$ cat src/rtl/csa_pkg.sv
package csa_pkg;
  localparam int DEF_FIRST_WIDTH = 2;
  localparam int DEF_NUM_BLOCKS  = 5;

  // Least significant bit of block idx when widths grow by one per block.
  function automatic int blockLsb(input int idx, input int firstWidth);
    return idx * firstWidth + (idx * (idx - 1)) / 2;
  endfunction

  function automatic int totalWidth(input int numBlocks, input int firstWidth);
    return blockLsb(numBlocks, firstWidth);
  endfunction
endpackage

$ cat src/rtl/csa_ripple_block.sv
module csa_ripple_block #(
  parameter int Width = 2
) (
  input  logic [Width-1:0] aIn,
  input  logic [Width-1:0] bIn,
  input  logic             cIn,
  output logic [Width-1:0] sumOut,
  output logic             cOut
);
  logic [Width-1:0] genBit;
  logic [Width-1:0] propBit;
  logic [Width:0]   carryChain;

  assign carryChain[0] = cIn;

  for (genvar k = 0; k < Width; k++) begin : g_bit
    assign genBit[k]        = aIn[k] & bIn[k];
    assign propBit[k]       = aIn[k] ^ bIn[k];
    assign carryChain[k+1]  = genBit[k] | (propBit[k] & carryChain[k]);
    assign sumOut[k]        = propBit[k] ^ carryChain[k];
  end

  assign cOut = carryChain[Width];

  logic [Width:0] sliceRef;
  always_comb begin
    sliceRef = {1'b0, aIn} + {1'b0, bIn} + {{Width{1'b0}}, cIn};
    assert_block_exact_R2: assert ({cOut, sumOut} == sliceRef)
      else $error("R2: ripple block result mismatch");
  end
endmodule

$ cat src/rtl/csa_select_block.sv
module csa_select_block #(
  parameter int Width = 3
) (
  input  logic [Width-1:0] aIn,
  input  logic [Width-1:0] bIn,
  input  logic             selCarry,
  output logic [Width-1:0] sumOut,
  output logic             cOut
);
  logic [Width-1:0] sumIfZero;
  logic [Width-1:0] sumIfOne;
  logic             coutIfZero;
  logic             coutIfOne;

  csa_ripple_block #(.Width(Width)) i_pathZero (
    .aIn(aIn), .bIn(bIn), .cIn(1'b0), .sumOut(sumIfZero), .cOut(coutIfZero)
  );

  csa_ripple_block #(.Width(Width)) i_pathOne (
    .aIn(aIn), .bIn(bIn), .cIn(1'b1), .sumOut(sumIfOne), .cOut(coutIfOne)
  );

  assign sumOut = selCarry ? sumIfOne : sumIfZero;
  assign cOut   = selCarry ? coutIfOne : coutIfZero;

  always_comb begin
    assert_plus_one_R4: assert ({coutIfOne, sumIfOne} == {coutIfZero, sumIfZero} + (Width+1)'(1))
      else $error("R4: assumed-one path is not assumed-zero path plus one");
    assert_carry_monotone_R4: assert (!coutIfZero || coutIfOne)
      else $error("R4: carry with assumed 0 but not with assumed 1");
  end
endmodule

$ cat src/rtl/sqrt_csel_adder.sv
module sqrt_csel_adder #(
  parameter  int FirstWidth = csa_pkg::DEF_FIRST_WIDTH,
  parameter  int NumBlocks  = csa_pkg::DEF_NUM_BLOCKS,
  localparam int DataWidth  = csa_pkg::totalWidth(NumBlocks, FirstWidth)
) (
  input  logic [DataWidth-1:0] opA,
  input  logic [DataWidth-1:0] opB,
  input  logic                 carryIn,
  output logic [DataWidth-1:0] sumOut,
  output logic                 carryOut
);
  logic [NumBlocks:0] blockCarry;

  assign blockCarry[0] = carryIn;

  for (genvar i = 0; i < NumBlocks; i++) begin : g_block
    localparam int Lsb = csa_pkg::blockLsb(i, FirstWidth);
    localparam int Wid = FirstWidth + i;
    if (i == 0) begin : g_ripple
      csa_ripple_block #(.Width(Wid)) i_first (
        .aIn(opA[Lsb +: Wid]), .bIn(opB[Lsb +: Wid]), .cIn(blockCarry[i]),
        .sumOut(sumOut[Lsb +: Wid]), .cOut(blockCarry[i+1])
      );
    end else begin : g_select
      csa_select_block #(.Width(Wid)) i_sel (
        .aIn(opA[Lsb +: Wid]), .bIn(opB[Lsb +: Wid]), .selCarry(blockCarry[i]),
        .sumOut(sumOut[Lsb +: Wid]), .cOut(blockCarry[i+1])
      );
    end
  end

  assign carryOut = blockCarry[NumBlocks];

  logic [DataWidth:0] wordRef;
  always_comb begin
    wordRef = {1'b0, opA} + {1'b0, opB} + {{DataWidth{1'b0}}, carryIn};
    assert_sum_exact_R1: assert ({carryOut, sumOut} == wordRef)
      else $error("R1: adder result mismatch");
    assert_carry_out_R6: assert (carryOut == wordRef[DataWidth])
      else $error("R6: carry-out mismatch");
  end
endmodule

$ cat config.mk
export PLATFORM = sky130hd
export DESIGN_NAME = sqrt_csel_adder
export DESIGN_NICKNAME = d
export VERILOG_FILES = /design/src/rtl/csa_pkg.sv /design/src/rtl/csa_ripple_block.sv /design/src/rtl/csa_select_block.sv /design/src/rtl/sqrt_csel_adder.sv
export SDC_FILE = /design/constraint.sdc
export NUM_CORES = 1
export LEC_CHECK = 0
export CAP_MARGIN = 20
export CORE_AREA = 4 4 41 43
export DETAILED_ROUTE_END_ITERATION = 8
export DIE_AREA = 0 0 45 47
export DONT_BUFFER_PORTS = 1
export GPL_ROUTABILITY_DRIVEN = 0
export PLACE_DENSITY = 0.56
export SYNTH_ARGS = -nofsm -noshare
export SYNTH_HDL_FRONTEND = slang
export SYNTH_SLANG_ARGS = --single-unit
$ cat constraint.sdc
create_clock -name vclk -period 8.2
set_input_delay 0.82 -clock vclk [all_inputs]
set_output_delay 0.82 -clock vclk [all_outputs]
set_load 0.01 [all_outputs]
Word-level counts from Yosys, hierarchy flattened. Cells that the tools add are included.

Bits in registers: 0. Input bits: 41.

Bitwise gates (word level): 138. Multiplexer cells: 8.

Operator list (number): 1-bit AND (50); 1-bit XOR (50); 1-bit bitwise OR (34); 6-bit 2-to-1 mux (1); 5-bit 2-to-1 mux (1); 1-bit 2-to-1 mux (4); 4-bit 2-to-1 mux (1); 1-bit NOT (4); 3-bit 2-to-1 mux (1).

Longest topological paths before layout. Gate-level depths: netlist of the first run.

Depth in word-level cells: 13. Depth in mapped cells: 27. Depth with buffers taken out: 27.

Hierarchy. Synthesis of the first run repeated with hierarchy kept, for this count alone.

Cells, all modules: 158. Area, all modules: 1440.1 um^2.

Modules (own cells, without submodules): csa_ripple_block (g_block[4].g_select.i_sel.i_pathOne ...) (times used 2, cells an instance 16, area each 157.7 um^2, sequential area each 0.0 um^2); csa_ripple_block (g_block[3].g_select.i_sel.i_pathOne ...) (times used 2, cells an instance 15, area each 137.6 um^2, sequential area each 0.0 um^2); csa_ripple_block (g_block[2].g_select.i_sel.i_pathOne ...) (times used 2, cells an instance 14, area each 117.6 um^2, sequential area each 0.0 um^2); csa_ripple_block (g_block[1].g_select.i_sel.i_pathOne ...) (times used 2, cells an instance 13, area each 97.6 um^2, sequential area each 0.0 um^2); csa_select_block (g_block[4].g_select.i_sel) (times used 1, cells an instance 10, area each 123.9 um^2, sequential area each 0.0 um^2); csa_select_block (g_block[3].g_select.i_sel) (times used 1, cells an instance 9, area each 108.9 um^2, sequential area each 0.0 um^2); csa_ripple_block (g_block[0].g_ripple.i_first) (times used 1, cells an instance 10, area each 70.1 um^2, sequential area each 0.0 um^2); csa_select_block (g_block[2].g_select.i_sel) (times used 1, cells an instance 7, area each 63.8 um^2, sequential area each 0.0 um^2); csa_select_block (g_block[1].g_select.i_sel) (times used 1, cells an instance 6, area each 52.6 um^2, sequential area each 0.0 um^2).

Worst setup path after synthesis of the first run. OpenSTA, ideal clock, no wires.

Path kind: input to output. Start point: input port opA[0]. End point: output port sumOut[19]. Setup slack: -0.245 ns. Arrival time: 7.625 ns. Required time: 7.380 ns. Buffers on the path: 0. Cell stages on the path: 27. Cell sequence: inv_1 -> fa_1 -> inv_1 -> fa_1 -> nor2_1 -> a21oi_1 -> fa_1 -> fa_1 -> nor2_1 -> a21oi_1 -> fa_1 -> fa_1 -> fa_1 -> mux2i_1 -> fa_1 -> fa_1 -> fa_1 -> fa_1 -> nor2_1 -> a21oi_1 -> fa_1 -> fa_1 -> fa_1 -> fa_1 -> inv_1 -> fa_1 -> inv_1.

Word-level cells in the longest chain between the ends: 9.

Ends and longest elaborated chain: start: declaration (line sqrt_csel_adder.sv:6) `input logic [DataWidth-1:0] opA,`; 1-bit XOR (line csa_ripple_block.sv:18) `assign propBit[k] = aIn[k] ^ bIn[k];`; 1-bit AND (line csa_ripple_block.sv:19) `assign carryChain[k+1] = genBit[k] | (propBit[k] & carryChain[k]);`; 1-bit bitwise OR * (line csa_ripple_block.sv:19); 1-bit AND * (line csa_ripple_block.sv:19); 1-bit bitwise OR * (line csa_ripple_block.sv:19); 1-bit 2-to-1 mux * (3 in series) (line csa_select_block.sv:24) `assign cOut = selCarry ? coutIfOne : coutIfZero;`; 6-bit 2-to-1 mux * (line csa_select_block.sv:23) `assign sumOut = selCarry ? sumIfOne : sumIfZero;`; end: declaration (line sqrt_csel_adder.sv:9) `output logic [DataWidth-1:0] sumOut,`.

Mark *: on every way between the ends. The rest lies on a longest branch, timed or not.

Final worst setup path of the first run. Ends and elaborated chain as after synthesis.

==> metrics.yaml, run 1 <==
crit_fanout: 3
via_count: 358
yosys.cell_types.count: 7
final_hold_viol_count: 0
grt_pass1_vias: 355
fin_util_pct: 49.9
track_usage_pct: 8.71
syn2layout_area_growth_pct: 15.3
die_w_um: 45
rsz0062_at_grt: "yes"
dpl_worst_slack_ns: -0.109
drc_errors: 0
ir_worst_vdd_uv: 36.7
start_util_pct: 43.3
synthesis.area_sq_um: 563
startpoint_type: "input pin"
seq_cell_count: 0
cp.required_ns: 7.38
synthDominantCellAreaShare_pct: 56.9
fillers: 129
wire_per_inst_um: 14.2
setup_violations: 0
dr.pass1.iters: 2
holdCritPathClass: "in -> out"
multi_input_area_sq_um: 529
ys_seq_area_share_pct: 0
clkbuf_count: 0
drt_iter0_markers: 1
p_leak_nw: 0.318
avgSynthCellArea_sq_um: 10.4
p_per_area_mw_per_mm2: 84.4
synth_cells: 54
drive_above_1_share_pct: 36.2
syn_nets: 119
cts_hold_buf: 0
coreArea_sq_mm: 0.00130
viasPerCell: 4.90
grt_max_degree: 4
arrival_ns: 7.27
end_kind: "output pin"
antenna_found_initial: 0
dp_hpwl_mm: 1.06
nets: 125
die_h_um: 47
maxCapViolations: 0
row_count: 13
synth_area_leaders: "fa_1, ha_1, inv_1"
portBuffers: 0
seq_area_sq_um: 0
wl_mm: 1.04
worstMarginPinSlew_ns: 0.299
post-cts-setup-buffer-count: 0
ios: 62
grt_pass1_wl_mm: 1.44
crit_type: "in -> out"
status: "finished clean"
yosys_warnings: 0
worst_slack_ns: 0.113
min_period_over_period_pct: 98.6
dp_cells: 73
gr-total-overflow: 0
fmax_mhz: 124
diodes: 0
stdcell_count: 73
fin_tns_setup_ns: 0
fin_crit_ns: 8.09
die_area_sq_mm: 0.00212
relSlewSlack_pct: 80.0
synth_area_leader_cell: "fa_1"
drtAntennaViolNets: 0
slew_viol_final: 0
## layout by cell type, fill, tap and decap left out
cell type and instances:
a21oi_1 3, nor2_1 1, mux2i_1 1, fa_2 13, buf_4 4, inv_2 2
nor2_2 2, inv_1 17, xor2_1 4, ha_1 8, fa_1 3
## worst paths after layout
path | start | endpoint | cells past startpoint
min | opB[18] | sumOut[18] | 1
max | opA[0] | sumOut[19] | 26
## Yosys cell counts
master   count
ha_1         8
a21oi_1      3
nor2_1       3
fa_1        16
mux2i_1      1
inv_1       19
xor2_1       4
## logic make-up (layout without fill, tap and decap cells)
kind of cell    count (synthesis)  after routing  synth area share [%]
compound gates                  3              3                  2.67
buf+inv                        19             23                  12.7
xor+xnor                        4              4                  6.22
simple gates                    3              3                  2.00
fa+ha+maj                      24             24                  74.7
mux                             1              1                  1.78
## repair_timing
item                                    CTS  global route
endpoints found under the setup margin    1             1
pin swaps                                 0             7
resized for setup                         3             5
hold endpoints to repair                  0             0
## area by class of cell
class | instances | share of cell area [%]
multi-input cells | 35 | 81.5
inverters | 19 | 11.0
repair buffers | 4 | 4.62
well taps | 15 | 2.89
## stage by stage
stage / hold WS [ns] / cell area [sq um] / total power, W
2_1_floorplan: 1.83 / 583 / 0.0000447
3_3_place_gp: 1.84 / 632 / 0.0000530
3_5_place_dp: 1.84 / 632 / 0.0000538
4_1_cts: 1.84 / 639 / 0.0000552
5_1_grt: 1.84 / 649 / 0.0000616
6_report: 1.84 / 649 / 0.0000548
## routing by layer
layer	track usage (%)	wire length [um]	vias to the layer above
li1	-	-	160
met1	10.8	282	163
met2	15.3	557	35
met3	3.45	197	0
met4	0	0	0
met5	0	0	-
## where the power goes
part / total [W] / switching [W] / internal (W)
Clock: 0 / 0 / 0
Sequential: 0 / 0 / 0
Combinational: 0.0000548 / 0.0000293 / 0.0000255
Total: 0.0000548 / 0.0000293 / 0.0000255
## worst max-delay path, cell delays in order
cell and delay (ns):
inv_1 0.03, fa_1 0.42, inv_2 0.07, fa_2 0.22, a21oi_1 0.09, fa_2 0.34
fa_2 0.36, nor2_2 0.09, a21oi_1 0.06, fa_2 0.37, fa_2 0.36, fa_2 0.35
mux2i_1 0.15, fa_2 0.35, fa_2 0.34, fa_2 0.34, fa_2 0.34, nor2_1 0.10
a21oi_1 0.07, fa_2 0.37, fa_2 0.35, fa_2 0.34, fa_1 0.36, inv_1 0.07
fa_1 0.41, inv_2 0.08
Power figures use the tool's default switching activity.
==> run 2: changes to the inputs <==
- ABC_AREA: default -> 1
- PLACE_DENSITY: 0.56 -> 0.61
==> run 2 against run 1 <==
Net effect:
- setup slack improved by 0.11 ns
- combinational power is 7.3% higher
- area after synthesis is 11% higher
- non-clock buffer count up 1
- largest cell class unchanged
==> metrics.yaml, run 2 <==
synth_cells: 78
die_area_sq_mm: 0.00212
fin_crit_ns: 7.97
grt_pass1_wl_mm: 1.69
stdcell_count: 98
ir_worst_vdd_uv: 37.9
setup_violations: 0
top_layer: "met3"
clkbuf_count: 0
drt_iter0_markers: 2
crit_type: "in -> out"
grt_pass1_vias: 403
drive_above_1_share_pct: 30.1
viasPerCell: 4.60
worst_slack_ns: 0.227
crit_family: "adder cells"
synth_most_common_cell: "inv_1"
syn2layout_area_growth_pct: 16.3
max_stage_delay_ns: 0.41
status: "finished clean"
final_common_cell: "inv_1"
synth_area_leader_cell: "fa_1"
fmax_mhz: 125
end_kind: "output pin"
crit_fanout: 3
syn_nets: 143
cp_slowest_cell: "fa_1"
final_hold_viol_count: 0
start_util_pct: 47.9
synthesis.area_sq_um: 623
wl_met3_um: 155
gr-total-overflow: 0
rsz0062_at_grt: "no"
die_h_um: 47
die_w_um: 45
synthDominantCellAreaShare_pct: 51.4
startpoint_type: "input pin"
coreArea_sq_mm: 0.00130
total_power_w: 0.0000588
min_period_over_period_pct: 97.2
ios: 62
drtAntennaViolNets: 0
swShare_pct: 53.7
cts_hold_buf: 0
drc_errors: 0
diodes: 0
dr.pass1.iters: 4
track_usage_pct: 10.2
arrival_ns: 7.15
maxCapViolations: 0
wire_per_inst_um: 12.1
met1_length_um: 316
p_int_w: 0.0000272
path_buf_inv: 5
dpl_worst_slack_ns: -0.234
seq_area_sq_um: 0
slew_viol_final: 0
crit_top_cell: "fa_2"
relSlewSlack_pct: 92.1
layout_common_cells: "inv_1, nand2_1, fa_2"
dp_hpwl_mm: 1.15
switchingPower_w: 0.0000315
wl_met2_um: 717
avgSynthCellArea_sq_um: 7.99
dp_cells: 95
row_count: 13
seq_cell_count: 0
synth_common_cells: "inv_1, nand2_1, fa_1"
grt_max_degree: 4
yosys.cell_types.count: 4
nets: 150
wl_mm: 1.19
antenna_found_initial: 0
min_from: "opB[3]"
via_count: 451
p_leak_nw: 0.409
cp.required_ns: 7.38
pwr-share-comb_pct: 100.0
yosys_warnings: 0
holdCritPathClass: "in -> out"
startpoint: "opA[0]"
portBuffers: 0
ys_seq_area_share_pct: 0
p_per_area_mw_per_mm2: 81.1
synth_area_leaders: "fa_1, inv_1, ha_1"
worstMarginPinSlew_ns: 0.118
power_frac_seq_pct: 0
clkPwrFrac_pct: 0
fin_tns_setup_ns: 0
[run 2: cell types whose count changed after synthesis, sizes merged]
| cell | delta |
|---|---|
| inv | +11 |
| mux2i | -1 |
| a21oi | -3 |
| xor2 | -4 |
| nor2 | -3 |
| nand2 | +24 |
[run 2: path summary, 6_finish.rpt]
kind | endpoint | slack (ns) | cells after the start
max | sumOut[19] | 0.23 | 29
min | sumOut[3] | 1.85 | 1
[run 2: through the flow]
stage | hold slack, ns | utilization (%) | instance area, sq um
floorplan | 1.83 | - | 636
global route | 1.85 | 55.7 | 724
global placement | 1.83 | 51.4 | 669
detailed placement | 1.83 | 51.4 | 669
finish | 1.85 | 55.7 | 724
CTS | 1.84 | 53.4 | 694
[run 2: kinds of logic (layout without fill, tap and decap cells)]
group / Yosys count / after routing / synth area share (%)
adder cells (fa/ha/maj): 24 / 24 / 67.5
AND/OR/NAND/NOR: 24 / 24 / 14.5
buffers and inverters: 30 / 35 / 18.1
[run 2: power groups by stage]
stage | Clock, W | Combinational [W] | Sequential, W
6_report | 0 | 0.0000588 | 0
5_1_grt | 0 | 0.0000659 | 0
4_1_cts | 0 | 0.0000573 | 0
3_5_place_dp | 0 | 0.0000538 | 0
3_3_place_gp | 0 | 0.0000527 | 0
2_1_floorplan | 0 | 0.0000452 | 0
[run 2: metal layers]
layer | GRT usage [%] | vias to the layer above
li1 | - | 218
met4 | 0 | 0
met3 | 3.07 | 0
met1 | 10.2 | 201
met2 | 21.5 | 32
met5 | 0 | -
[run 2: final cells by class]
type / count / area [sq um]
Inverter: 30 / 113
Multi-Input combinational cell: 48 / 556
Timing Repair Buffer: 5 / 37.5
Fill cell: 124 / 577
Tap cell: 15 / 18.8
[run 2: repair_timing]
action / CTS / global route
buffers inserted: 1 / 2
resized for setup: 8 / 6
setup endpoints to repair: 1 / 1
hold endpoints to repair: 0 / 0
pin swaps: 3 / 4
==> run 3: changes to the inputs <==
- PLACE_DENSITY: 0.61 -> 0.59
- SLEW_MARGIN: default -> 40
- clock period: 8.2 -> 8.01 ns (I/O delays scaled with it)
==> run 3 against run 2 <==
Net effect:
- routed wire length is 7.7% lower
- combinational power is 2% lower
- design area is 2.8% lower
- total power is 2.3% lower
- final cell count is 4.1% lower
- flip-flop and latch count stayed put
- first-iteration DRC count stayed put
- sequential share of layout area stayed put
- highest routed layer unchanged
- non-clock buffer count is 4 lower
==> metrics.yaml, run 3 (same netlist as run 2, synthesis figures left out) <==
seq_area_sq_um: 0
grt_pass1_vias: 389
ios: 62
cp_slowest_cell: "fa_1"
crit_top_cell: "fa_2"
wire_per_inst_um: 11.7
worstMarginPinSlew_ns: 0.117
status: "finished clean"
crit_type: "in -> out"
slew_viol_final: 0
max_stage_delay_ns: 0.41
placed_area_sq_um: 664
fillers: 132
antenna_found_initial: 0
clkbuf_count: 0
diodes: 0
track_usage_pct: 9.11
die_area_sq_mm: 0.00212
final_hold_viol_count: 0
path_buf_inv: 5
setup_violations: 0
startpoint_type: "input pin"
end_kind: "output pin"
portBuffers: 0
min_period_over_period_pct: 98.5
rsz0062_at_grt: "yes"
arrival_ns: 7.09
drt_iter0_markers: 2
fin_tns_setup_ns: 0
dp_hpwl_mm: 1.09
grt_max_degree: 4
drc_errors: 0
dp_cells: 93
drive_above_1_share_pct: 34.2
maxCapViolations: 0
row_count: 13
coreArea_sq_mm: 0.00130
design_area_sq_um: 704
p_per_area_mw_per_mm2: 81.5
die_w_um: 45
viasPerCell: 4.55
holdCritPathClass: "in -> out"
total_power_w: 0.0000574
relSlewSlack_pct: 92.2
wl_mm: 1.10
nets: 146
final_common_cell: "inv_1"
cp.depth: 29
fmax_mhz: 127
ir_worst_vdd_uv: 35.3
min_path_cells: 1
start_util_pct: 47.9
min_to: "sumOut[1]"
dr.pass1.iters: 2
via_count: 428
gr-total-overflow: 0
seq_cell_count: 0
crit_family: "adder cells"
die_h_um: 47
drtAntennaViolNets: 0
grt_pass1_wl_mm: 1.52
syn2layout_area_growth_pct: 13.1
cp.required_ns: 7.21
min_from: "opB[1]"
cts_hold_buf: 0
p_leak_nw: 0.386
layout_common_cells: "inv_1, nand2_1, fa_2"
fin_crit_ns: 7.89
crit_fanout: 3
stdcell_count: 94
[run 3: worst max-delay path by stage]
stage           start  slack (ns)         end
6_report       opA[0]        0.12  sumOut[19]
5_1_grt        opA[0]       -0.11  sumOut[19]
4_1_cts        opA[0]       0.006  sumOut[19]
3_5_place_dp   opA[0]       -0.21  sumOut[19]
3_3_place_gp   opA[0]       -0.13  sumOut[19]
2_1_floorplan  opA[0]        0.03  sumOut[19]
[run 3: timing repair]
item | 4_1_cts | 5_1_grt
endpoints found under the setup margin | 1 | 1
setup buffers | 0 | 1
pin swaps | 2 | 3
gates resized for setup | 8 | 10
[run 3: layout make-up]
cell class,instances,area (sq um),area share (%)
multi-input combinational,48,561,79.6
inverter,30,118,16.7
tap,15,18.8,2.66
timing repair buffer,1,7.51,1.07
[run 3: power breakdown]
group | internal, W | switching, W | total (W)
registers | 0 | 0 | 0
clock network | 0 | 0 | 0
logic | 0.0000259 | 0.0000315 | 0.0000574
total | 0.0000259 | 0.0000315 | 0.0000574
[run 3: metal layers]
layer	share of wire, %	track usage (%)
met1	28	12.0
met2	57	16.1
met3	15	2.30
met4	0	0
met5	0	0
[run 3: stage by stage]
step	hold WS [ns]	utilization [%]	worst slack (ns)
after floorplan	1.79	-	0.0256
after global placement	1.80	51.1	-0.132
after detailed placement	1.80	51.1	-0.207
after CTS	1.81	52.2	0.00565
after global routing	1.82	54.1	-0.109
final	1.81	54.1	0.123
